<file path="config.mk">
export PLATFORM = sky130hd
export DESIGN_NAME = tdm_slip_marker
export DESIGN_NICKNAME = d
export VERILOG_FILES = /design/src/rtl/tdm_slip_pkg.sv /design/src/rtl/slip_frame_tracker.sv /design/src/rtl/slip_event_counter.sv /design/src/rtl/slot_valid_stage.sv /design/src/rtl/tdm_slip_marker.sv
export SDC_FILE = /design/constraint.sdc
export NUM_CORES = 1
export LEC_CHECK = 0
export ABC_AREA = 1
export CAP_MARGIN = 20
export CORE_ASPECT_RATIO = 1.25
export CORE_UTILIZATION = 35
export DETAILED_ROUTE_END_ITERATION = 6
export GPL_ROUTABILITY_DRIVEN = 0
export HOLD_SLACK_MARGIN = 0.08
export PLACE_DENSITY = 0.63
export SYNTH_ARGS = -nofsm -noshare
export SYNTH_HDL_FRONTEND = slang
export SYNTH_HIERARCHICAL = 1
export SYNTH_SLANG_ARGS = --single-unit
</file>
<file path="constraint.sdc">
create_clock -name clk -period 3.35 [get_ports clk]
set_input_delay 0.67 -clock clk [delete_from_list [all_inputs] [get_ports clk]]
set_output_delay 0.67 -clock clk [all_outputs]
set_load 0.05 [all_outputs]
</file>
<file path="src/rtl/tdm_slip_pkg.sv">
package tdm_slip_pkg;
  typedef enum logic {
    SLIP_REPEAT = 1'b0,
    SLIP_DROP   = 1'b1
  } slip_kind_e;

  function automatic int unsigned idx_width(input int unsigned n);
    return (n > 1) ? $clog2(n) : 1;
  endfunction
endpackage

</file>
<file path="src/rtl/slip_frame_tracker.sv">
module slip_frame_tracker #(
  parameter int NUM_LINES = 2
) (
  input  logic                 clk,
  input  logic                 rst_n,
  input  logic                 frame_sync,
  input  logic [NUM_LINES-1:0] slip_repeat,
  output logic [NUM_LINES-1:0] cur_bad
);
  logic [NUM_LINES-1:0] pend_q;
  logic [NUM_LINES-1:0] bad_q;

  for (genvar l = 0; l < NUM_LINES; l++) begin : g_line
    // pend_q collects repeat slips of the running frame.
    // bad_q flags the frame that is on the bus now.
    always_ff @(posedge clk) begin
      if (!rst_n) begin
        pend_q[l] <= 1'b0;
        bad_q[l]  <= 1'b0;
      end else if (frame_sync) begin
        bad_q[l]  <= pend_q[l];
        pend_q[l] <= slip_repeat[l];
      end else begin
        pend_q[l] <= pend_q[l] | slip_repeat[l];
      end
    end

    // Lookahead so that slot 0 of the new frame already sees its flag.
    assign cur_bad[l] = frame_sync ? pend_q[l] : bad_q[l];

    assert_sync_slip_deferred_R6: assert property (@(posedge clk) disable iff (!rst_n)
      (frame_sync && slip_repeat[l]) |=> (pend_q[l] && !bad_q[l]) || (pend_q[l] && $past(pend_q[l])));

    assert_pending_promoted_R4: assert property (@(posedge clk) disable iff (!rst_n)
      frame_sync |=> (bad_q[l] == $past(pend_q[l])));
  end

  assert_flag_holds_in_frame_R5: assert property (@(posedge clk) disable iff (!rst_n)
    !frame_sync |=> $stable(bad_q));
endmodule

</file>
<file path="src/rtl/slip_event_counter.sv">
module slip_event_counter #(
  parameter int CNT_W = 16
) (
  input  logic             clk,
  input  logic             rst_n,
  input  logic             inc,
  input  logic             clr,
  output logic [CNT_W-1:0] cnt
);
  localparam logic [CNT_W-1:0] CNT_MAX = '1;
  localparam logic [CNT_W-1:0] CNT_ONE = CNT_W'(1);

  logic [CNT_W-1:0] cnt_q;

  always_ff @(posedge clk) begin
    if (!rst_n)
      cnt_q <= '0;
    else if (clr)
      cnt_q <= inc ? CNT_ONE : '0;
    else if (inc && cnt_q != CNT_MAX)
      cnt_q <= cnt_q + CNT_ONE;
  end

  assign cnt = cnt_q;

  assert_hold_at_max_R9: assert property (@(posedge clk) disable iff (!rst_n)
    (cnt_q == CNT_MAX && !clr) |=> cnt_q == CNT_MAX);

  assert_clear_on_read_R10: assert property (@(posedge clk) disable iff (!rst_n)
    clr |=> cnt_q <= CNT_ONE);

  assert_step_by_one_R8: assert property (@(posedge clk) disable iff (!rst_n)
    !clr |=> (cnt_q == $past(cnt_q)) || (cnt_q == $past(cnt_q) + CNT_ONE));
endmodule

</file>
<file path="src/rtl/slot_valid_stage.sv">
module slot_valid_stage #(
  parameter int NUM_LINES = 2,
  parameter int LINE_W    = 1
) (
  input  logic                 clk,
  input  logic                 rst_n,
  input  logic                 filter_en,
  input  logic                 slot_stb,
  input  logic                 slot_mapped,
  input  logic [LINE_W-1:0]    slot_line,
  input  logic [NUM_LINES-1:0] cur_bad,
  output logic                 valid_stb,
  output logic                 valid
);
  logic line_bad;
  logic stb_q;
  logic valid_q;

  always_comb begin
    line_bad = 1'b0;
    for (int l = 0; l < NUM_LINES; l++)
      if (slot_line == LINE_W'(l)) line_bad = cur_bad[l];
  end

  always_ff @(posedge clk) begin
    if (!rst_n) begin
      stb_q   <= 1'b0;
      valid_q <= 1'b0;
    end else begin
      stb_q   <= slot_stb;
      valid_q <= slot_stb && slot_mapped && !(filter_en && line_bad);
    end
  end

  assign valid_stb = stb_q;
  assign valid     = valid_q;

  assert_no_stray_valid_R2: assert property (@(posedge clk) disable iff (!rst_n)
    !slot_stb |=> !valid_stb && !valid);

  assert_unmapped_low_R2: assert property (@(posedge clk) disable iff (!rst_n)
    (slot_stb && !slot_mapped) |=> valid_stb && !valid);

  assert_unfiltered_pass_R3: assert property (@(posedge clk) disable iff (!rst_n)
    (slot_stb && slot_mapped && !filter_en) |=> valid);
endmodule

</file>
<file path="src/rtl/tdm_slip_marker.sv">
module tdm_slip_marker
  import tdm_slip_pkg::*;
#(
  parameter int NUM_LINES = 2,
  parameter int SLOTS     = 32,
  parameter int CNT_W     = 16,
  localparam int SLOT_W   = idx_width(SLOTS),
  localparam int LINE_W   = idx_width(NUM_LINES)
) (
  input  logic                 clk,
  input  logic                 rst_n,
  input  logic                 filter_en,
  input  logic                 frame_sync,
  input  logic                 slot_stb,
  input  logic [SLOT_W-1:0]    slot_idx,
  input  logic                 slot_mapped,
  input  logic [LINE_W-1:0]    slot_line,
  input  logic [NUM_LINES-1:0] slip_repeat,
  input  logic [NUM_LINES-1:0] slip_drop,
  input  logic                 rd_en,
  input  logic [LINE_W-1:0]    rd_line,
  input  logic                 rd_kind,
  output logic                 tdm_valid_stb,
  output logic                 tdm_valid,
  output logic [CNT_W-1:0]     rd_data
);
  logic [NUM_LINES-1:0] cur_bad;
  logic [CNT_W-1:0]     rep_cnt  [NUM_LINES];
  logic [CNT_W-1:0]     drop_cnt [NUM_LINES];
  logic [CNT_W-1:0]     rd_sel;
  logic [CNT_W-1:0]     rd_q;

  slip_frame_tracker #(.NUM_LINES(NUM_LINES)) u_tracker (
    .clk(clk), .rst_n(rst_n), .frame_sync(frame_sync),
    .slip_repeat(slip_repeat), .cur_bad(cur_bad)
  );

  slot_valid_stage #(.NUM_LINES(NUM_LINES), .LINE_W(LINE_W)) u_stage (
    .clk(clk), .rst_n(rst_n), .filter_en(filter_en), .slot_stb(slot_stb),
    .slot_mapped(slot_mapped), .slot_line(slot_line), .cur_bad(cur_bad),
    .valid_stb(tdm_valid_stb), .valid(tdm_valid)
  );

  for (genvar l = 0; l < NUM_LINES; l++) begin : g_cnt
    logic hit_line;
    assign hit_line = rd_en && (rd_line == LINE_W'(l));

    slip_event_counter #(.CNT_W(CNT_W)) u_rep (
      .clk(clk), .rst_n(rst_n), .inc(slip_repeat[l]),
      .clr(hit_line && rd_kind == SLIP_REPEAT), .cnt(rep_cnt[l])
    );

    slip_event_counter #(.CNT_W(CNT_W)) u_drop (
      .clk(clk), .rst_n(rst_n), .inc(slip_drop[l]),
      .clr(hit_line && rd_kind == SLIP_DROP), .cnt(drop_cnt[l])
    );
  end

  always_comb begin
    rd_sel = '0;
    for (int l = 0; l < NUM_LINES; l++)
      if (rd_line == LINE_W'(l))
        rd_sel = (rd_kind == SLIP_DROP) ? drop_cnt[l] : rep_cnt[l];
  end

  always_ff @(posedge clk) begin
    if (!rst_n)
      rd_q <= '0;
    else if (rd_en)
      rd_q <= rd_sel;
  end

  assign rd_data = rd_q;

  assert_frame_sync_aligned_R4: assert property (@(posedge clk) disable iff (!rst_n)
    frame_sync |-> (slot_stb && slot_idx == '0));

  assert_read_returns_prior_R10: assert property (@(posedge clk) disable iff (!rst_n)
    !rd_en |=> $stable(rd_data));
endmodule

</file>
==> results of run 1 <==
## power by group
group          internal, mW  leakage (nW)  switching [mW]
combinational         0.105          1.87           0.196
clock                 0.592         0.141           0.427
sequential             1.06         0.700          0.0411
total                  1.75          2.71           0.664
## synth_stat cells, types with 5 or more instances
cell type and instances:
nand2_1 293, nor2_1 138, inv_1 120, nand3_1 96, dfxtp_1 86, a21oi_1 44, nand4_1 18, xor2_1 16
nand2_2 15, o21ai_0 12, nor2_4 11, nand2_4 8, buf_6 6, clkbuf_1 5
## flip-flops by register name (all words and copies together), names as in the netlist
| register | cells |
|---|---|
| g_cnt.u_rep/cnt | 32 |
| rd_data | 16 |
| u_tracker/bad_q | 2 |
| g_cnt.u_drop/cnt | 32 |
| u_stage/valid | 1 |
| u_stage/valid_stb | 1 |
| u_tracker/pend_q | 2 |
## how the worst min path moves through the flow
stage                                    from             endpoint  depth (start not counted)
after global routing      u_tracker/pend_q[0]  u_tracker/pend_q[0]                          2
after floorplan           u_tracker/pend_q[0]  u_tracker/pend_q[0]                          2
final                     u_tracker/pend_q[0]  u_tracker/pend_q[0]                          2
after detailed placement  u_tracker/pend_q[0]  u_tracker/pend_q[0]                          2
after global placement    u_tracker/pend_q[0]  u_tracker/pend_q[0]                          2
after CTS                 u_tracker/pend_q[0]  u_tracker/pend_q[0]                          2
## critical path: cells and delay by family
| kind | cells | cell delay (ns) |
|---|---|---|
| and+or+nand+nor | 5 | 0.72 |
| buffers and inverters | 5 | 1.18 |
## final cells by class
| type | count | area share, % |
|---|---|---|
| clock inverter | 4 | 0.7567 |
| tap | 208 | 4.142 |
| inverter | 124 | 7.407 |
| multi-input combinational | 672 | 49.94 |
| clock buffer | 11 | 3.863 |
| sequential | 86 | 27.40 |
| timing repair buffer | 44 | 6.491 |
## cells by family after synthesis
kind of cell             Yosys count  share of synthesized area (%)
XOR/XNOR                          16                          2.575
adder cells (fa/ha/maj)            4                         0.9198
buffers and inverters            140                          10.69
flip-flops                        86                          31.64
AND/OR/NAND/NOR                  591                          47.67
AO/OA/AOI/OAI                     61                          6.507
## per-layer routing
metal	track usage (%)	vias up	share of wire (%)
met1	22.54	2489	46
met2	32.64	84	49
met3	3.076	19	3.1
met4	6.371	0	1.8
met5	0	-	0
li1	-	2864	-
==> impl_metrics.tcl, run 1 <==
set metrics [dict create \
    utilization_pct 41.68 \
    final_cell_mix "nand2_1 (293), nor2_1 (138), inv_1 (120)" \
    period_share_pct 69.79 \
    crit_end "g_cnt[0].u_rep/cnt[14]" \
    yosysWarningCount 6 \
    final_area_sq_um 6284 \
    place_inst 1134 \
    cts-resized-gates 0 \
    antenna_cells 0 \
    synthTopCellsByArea "dfxtp_1 (32%), nand2_1 (20%), nor2_1 (9.5%)" \
    synthToLayoutAreaGrowth_pct 15.47 \
    cp_max_fo 17 \
    ys.flop_type "dfxtp_1" \
    r2r_start "g_cnt[0].u_drop/cnt[0]" \
    drive_gt1_share_pct 7.864 \
    hpwl_um 10310 \
    required_ns 3.60 \
    numPortBuffers 31 \
    cpMostUsedCell "inv_1" \
    ir_drop_mv 0.2015 \
    ys_seq_elements 86 \
    ios 37 \
    rsz0062_at_grt "no" \
    placed_cell_area_sq_um 5993 \
    crit_chain "clkdlybuf4s50_1, inv_2, nor2_4, inv_1, nor2_1, inv_1, nand2_4, nand2_1, inv_1, nor2_2" \
    postCtsHoldBufs 0 \
    critical-path-slowest-cell "clkdlybuf4s50_1" \
    clock.fmax_ghz 0.4278 \
    rows 50 \
    htreeDepth 3 \
    ys_types 23 \
    cp-end-kind "flip-flop" \
    crit_start "rd_en" \
    final-max-slew-violation-count 0 \
    drt_iter0_drc 343 \
    ff2ff_path_depth 8 \
    maxCapViolCount 0 \
    syn_area_sq_um 5441 \
    cp-start-kind "input pin" \
    dr_total_vias 5456 \
    antenna_found_initial 0 \
    synth-edff-count 0 \
    root_buffer "clkbuf_16" \
    grt_pass1_wl_um 23550 \
    syn_inst 898 \
    layout.nets 960 \
    post_drt_wl_per_cell_um 12.29 \
    p_leak_nw 2.712 \
    path_class "in -> reg" \
    synth_seq_area_share_pct 31.64 \
    grt_usage_pct 18.49 \
    finalHoldViolCount 0 \
    cts_buffers 9 \
    preCtsSetupSlack_ns 0.6749 \
    cts.sinks 86 \
    yosysTopAreaCell "dfxtp_1" \
    status "complete, no violations" \
    holdWs_ns 0.4656 \
    dieArea_sq_um 16050 \
    relSlewSlack_pct 61.14 \
    critical_path_arrival_ns 2.59 \
    core_sq_um 15080 \
    viasPerCell 4.748 \
    tightest_slew_ns 0.5822 \
    grt-ovfl-total 0 \
    antenna_left 0 \
    multi_input_area_sq_um 3138 \
    stdcell_count 1149 \
    drt-total-wl_um 14120 \
    die_y_um 141.4 \
    drcViolationCount 0 \
    grt_pass1_vias 5016 \
    clock_skew_ns 0.008774 \
    dr.pass1.iters 5 \
    worstHoldPathType "reg -> reg" \
    cts_tree "yes" \
    clk_latency_ns 0.35 \
    synth_nets 921 \
    yosysTopAreaCellShare_pct 31.64 \
    register_area_sq_um 1722 \
    setup_viol 0 \
    postCtsSetupRepairBufs 0 \
    final_common_cell "nand2_1" \
    cts_buffer_depth 2 \
    die_x_um 113.5 \
    syn_area_per_cell_sq_um 6.060 \
    final.setup.worst_slack_ns 1.012 \
    grt_start_max_net_pins 20 \
    clkTransAtPathRegs_ns 0.06 \
    r2r-end "g_cnt[0].u_drop/cnt[13]" \
    post-route-min-period_ns 2.338 \
    critPathMaxStageDelay_ns 0.55 \
    r2r_slack_ns 1.55 \
    power.density_nw_per_um2 384.8 \
    nFillCells 1665 \
    async_flop_share_pct 0 \
    power_mw 2.418 \
    tns_ns 0 \
    start_util_pct 36.09 \
]
(Power assumes the default switching activity.)
==> run 2, diff against run 1 <==
- clock period: 3.35 -> 2.2 ns (I/O delays scaled with it)
==> impl_metrics.tcl, run 2 (synthesis results as in run 1) <==
set metrics [dict create \
    clkTransAtPathRegs_ns 0.06 \
    final_common_cell "nand2_1" \
    antenna_left 0 \
    cts_buffer_depth 2 \
    drt_iter0_drc 360 \
    dr.pass1.iters 4 \
    met1_usage_pct 22.58 \
    grt_pass1_wl_um 23620 \
    dr_total_vias 5393 \
    crit_buf_inv 1 \
    grt_pass1_vias 5082 \
    critical_path_arrival_ns 1.56 \
    drt-total-wl_um 14070 \
    path_class "reg -> out" \
    clk_latency_ns 0.35 \
    relSlewSlack_pct 43.93 \
    rows 50 \
    critical-path-slowest-cell "clkdlybuf4s50_1" \
    postCtsSetupRepairBufs 0 \
    final-max-slew-violation-count 0 \
    hpwl_um 10440 \
    crit_start "rd_data[15]" \
    antenna_found_initial 0 \
    drive_gt1_share_pct 9.519 \
    crit_chain "clkdlybuf4s50_1" \
    grt_usage_pct 18.60 \
    final_cell_mix "nand2_1 (293), nor2_1 (137), inv_1 (120)" \
    root_buffer "clkbuf_16" \
    core_sq_um 15080 \
    worstHoldPathCells 2 \
    p_leak_nw 2.813 \
    power_mw 3.842 \
    utilization_pct 42.74 \
    htreeDepth 3 \
    layout.nets 975 \
    cts_buffers 9 \
    ios 37 \
    tns_ns 0 \
    clock_skew_ns 0.005825 \
    dieArea_sq_um 16050 \
    cts.sinks 86 \
    viasPerCell 4.633 \
    period_share_pct 90.83 \
    required_ns 1.76 \
    ir_drop_mv 0.3030 \
    drcViolationCount 0 \
    cp-start-kind "flip-flop" \
    rsz0062_at_grt "no" \
    busiest_layer "met2" \
    post_drt_wl_per_cell_um 12.09 \
    post-route-min-period_ns 1.998 \
    worstHoldPathType "reg -> reg" \
    setup_viol 0 \
    maxCapViolCount 0 \
    r2r-end "g_cnt[0].u_rep/cnt[11]" \
    antenna_cells 0 \
    cp_num_cells 1 \
    die_y_um 141.4 \
    finalHoldViolCount 0 \
    cp_max_fo 2 \
    synthToLayoutAreaGrowth_pct 18.42 \
    ff2ff_path_depth 10 \
    die_x_um 113.5 \
    crit_end "rd_data[15]" \
    cp-end-kind "output pin" \
    start_util_pct 36.09 \
    power.density_nw_per_um2 596.2 \
    grt-ovfl-total 0 \
    grt_start_max_net_pins 17 \
    r2r_slack_ns 0.29 \
    clock.fmax_ghz 0.5004 \
    status "complete, no violations" \
    cts_tree "yes" \
    critPathMaxStageDelay_ns 0.82 \
    tightest_slew_ns 0.8380 \
    critical_path.top_delay_family "buffers and inverters" \
    r2r_start "g_cnt[0].u_rep/cnt[1]" \
    use_met3_pct 3.033 \
    numPortBuffers 31 \
    met2_usage_pct 32.67 \
]
-- run 2: routing by layer --
metal | vias up | wire length [um]
met2 | 76 | 6903
li1 | 2893 | -
met1 | 2404 | 6367
met3 | 20 | 565
met4 | 0 | 232
met5 | - | 0
-- run 2: timing repair --
action,in CTS,in global routing
gates resized for setup,0,1
hold buffers,0,0
setup endpoints to repair,0,1
-- run 2: worst register-to-register path, delay by kind of cell, from the launching register on --
| kind | cells | cell delay [ns] |
|---|---|---|
| AND/OR/NAND/NOR | 8 | 1.22 |
| adder cells (fa/ha/maj) | 1 | 0.24 |
| flip-flops | 1 | 0.35 |
| buffers and inverters | 1 | 0.04 |
-- run 2: through the flow --
step | instance area [sq um] | setup slack [ns] | hold WS [ns] | instances
after floorplan | 5441 | 0.5412 | 0.4388 | 898
after global placement | 6118 | 0.1084 | 0.4515 | 1149
after detailed placement | 6118 | 0.1031 | 0.4597 | 1149
after CTS | 6441 | 0.1737 | 0.4669 | 1164
after global routing | 6444 | 0.08274 | 0.4934 | 1164
final | 6444 | 0.2016 | 0.4662 | 1164
-- run 2: report_power, final --
part / leakage, nW / internal, mW / switching (mW)
Clock: 0.161 / 1.05 / 0.644
Sequential: 0.700 / 1.61 / 0.0557
Combinational: 1.95 / 0.179 / 0.308
-- run 2: layout make-up --
cell class / count / area, sq um
multi-input combinational: 672 / 3141
clock inverter: 4 / 70.07
sequential: 86 / 1722
clock buffer: 11 / 252.7
tap: 208 / 260.3
fill: 1616 / 8633
inverter: 124 / 465.4
timing repair buffer: 59 / 533.0
-- run 2: worst min-delay path by stage --
stage | end | slack, ns | from
2_1_floorplan | u_tracker/pend_q[0] | 0.44 | u_tracker/pend_q[0]
3_3_place_gp | u_tracker/pend_q[1] | 0.45 | u_tracker/pend_q[1]
3_5_place_dp | u_tracker/pend_q[1] | 0.46 | u_tracker/pend_q[1]
4_1_cts | u_tracker/pend_q[1] | 0.47 | u_tracker/pend_q[1]
5_1_grt | u_tracker/bad_q[0] | 0.49 | u_tracker/bad_q[0]
6_report | u_tracker/bad_q[1] | 0.47 | u_tracker/bad_q[1]
==> run 3, diff against run 2 <==
- CORE_MARGIN: default -> 2
- CTS_CLUSTER_DIAMETER: default -> 80
==> impl_metrics.tcl, run 3 (synthesis results as in run 1) <==
set metrics [dict create \
    clkTransAtPathRegs_ns 0.06 \
    antenna_left 0 \
    layout.nets 979 \
    power.density_nw_per_um2 580.5 \
    grt_pass1_wl_um 23380 \
    grt_pass1_vias 5080 \
    clock_skew_ns 0.005820 \
    final_cell_mix "nand2_1 (293), nor2_1 (138), inv_1 (120)" \
    tns_ns 0 \
    worstHoldPathCells 2 \
    drive_gt1_share_pct 9.677 \
    grt-ovfl-total 0 \
    path_class "reg -> out" \
    status "complete, no violations" \
    synthToLayoutAreaGrowth_pct 18.56 \
    min_to "u_tracker/pend_q[1]" \
    critical-path-slowest-cell "clkdlybuf4s50_1" \
    r2r-end "g_cnt[1].u_rep/cnt[5]" \
    placed_cell_area_sq_um 6148 \
    critPathMaxStageDelay_ns 0.82 \
    critical_path_arrival_ns 1.56 \
    place_inst 1153 \
    final-max-slew-violation-count 0 \
    cts-resized-gates 0 \
    setup_viol 0 \
    clock.fmax_ghz 0.5008 \
    rsz0062_at_grt "no" \
    cts_buffers 9 \
    crit_chain "clkdlybuf4s50_1" \
    final_area_sq_um 6451 \
    cp-start-kind "flip-flop" \
    dr_total_vias 5465 \
    drt_iter0_drc 320 \
    dr.pass1.iters 5 \
    cp_max_fo 2 \
    final_common_cell "nand2_1" \
    cts_buffer_depth 2 \
    r2r_start "g_cnt[1].u_rep/cnt[1]" \
    maxCapViolCount 0 \
    hpwl_um 10580 \
    post_drt_wl_per_cell_um 12.23 \
    grt_usage_pct 17.87 \
    crit_buf_inv 1 \
    cp-end-kind "output pin" \
    critical_path.top_delay_family "buffers and inverters" \
    grt_start_max_net_pins 18 \
    period_share_pct 90.76 \
    core_sq_um 15080 \
    required_ns 1.76 \
    rows 50 \
    die_x_um 115.5 \
    drt-total-wl_um 14300 \
    ff2ff_path_depth 8 \
    relSlewSlack_pct 43.32 \
    htreeDepth 3 \
    antenna_cells 0 \
    start_util_pct 36.09 \
    tightest_slew_ns 0.8471 \
    drcViolationCount 0 \
    post-route-min-period_ns 1.997 \
    postCtsHoldBufs 0 \
    holdWs_ns 0.4607 \
    cts.sinks 86 \
    finalHoldViolCount 0 \
    p_leak_nw 2.816 \
    worstHoldPathType "reg -> reg" \
    ios 37 \
    r2r_slack_ns 0.27 \
    ir_drop_mv 0.3325 \
    antenna_found_initial 0 \
    hold_path.startpoint "u_tracker/pend_q[1]" \
    die_y_um 143.4 \
    cts_tree "yes" \
    numPortBuffers 31 \
    viasPerCell 4.675 \
    root_buffer "clkbuf_16" \
    dieArea_sq_um 16570 \
    postCtsSetupRepairBufs 0 \
    clk_latency_ns 0.35 \
    stdcell_count 1169 \
]
run 3: layer usage:
| metal | share of wire (%) | GRT usage, % | wire (um) | vias up |
|---|---|---|---|---|
| met3 | 2.8 | 2.952 | 407 | 14 |
| met5 | 0 | 0 | 0 | - |
| met2 | 50 | 31.67 | 7080 | 71 |
| li1 | - | - | - | 2906 |
| met4 | 1.5 | 6.658 | 221 | 0 |
| met1 | 46 | 21.46 | 6591 | 2474 |
run 3: how the worst max path moves through the flow:
stage | from | to | cells past startpoint
finish | rd_data[11] | rd_data[11] | 1
global route | g_cnt[1].u_rep/cnt[1] | g_cnt[1].u_rep/cnt[11] | 9
CTS | rd_data[11] | rd_data[11] | 1
detailed placement | rd_en | g_cnt[0].u_rep/cnt[14] | 10
global placement | rd_en | g_cnt[0].u_rep/cnt[14] | 10
floorplan | rd_en | g_cnt[0].u_rep/cnt[9] | 10
run 3: layout make-up:
type	count	area, sq um
Clock buffer	13	260.3
Clock inverter	3	42.54
Fill cell	1598	8626
Inverter	124	465.4
Multi-Input combinational cell	672	3138
Sequential cell	86	1722
Tap cell	208	260.3
Timing Repair Buffer	63	563.0
run 3: through the flow:
stage               utilization [%]  power, mW  worst slack (ns)
global route                  42.79      3.907           0.09274
finish                        42.79      3.745            0.2033
floorplan                         -      2.009            0.5412
global placement              40.78      2.188            0.1169
detailed placement            40.78      2.191            0.1065
CTS                           42.79      3.792            0.1878
run 3: report_power, final:
part / leakage [nW] / switching [mW] / internal (mW) / total, mW
sequential: 0.700 / 0.0582 / 1.61 / 1.67
combinational: 1.97 / 0.308 / 0.183 / 0.490
clock: 0.146 / 0.646 / 0.942 / 1.59
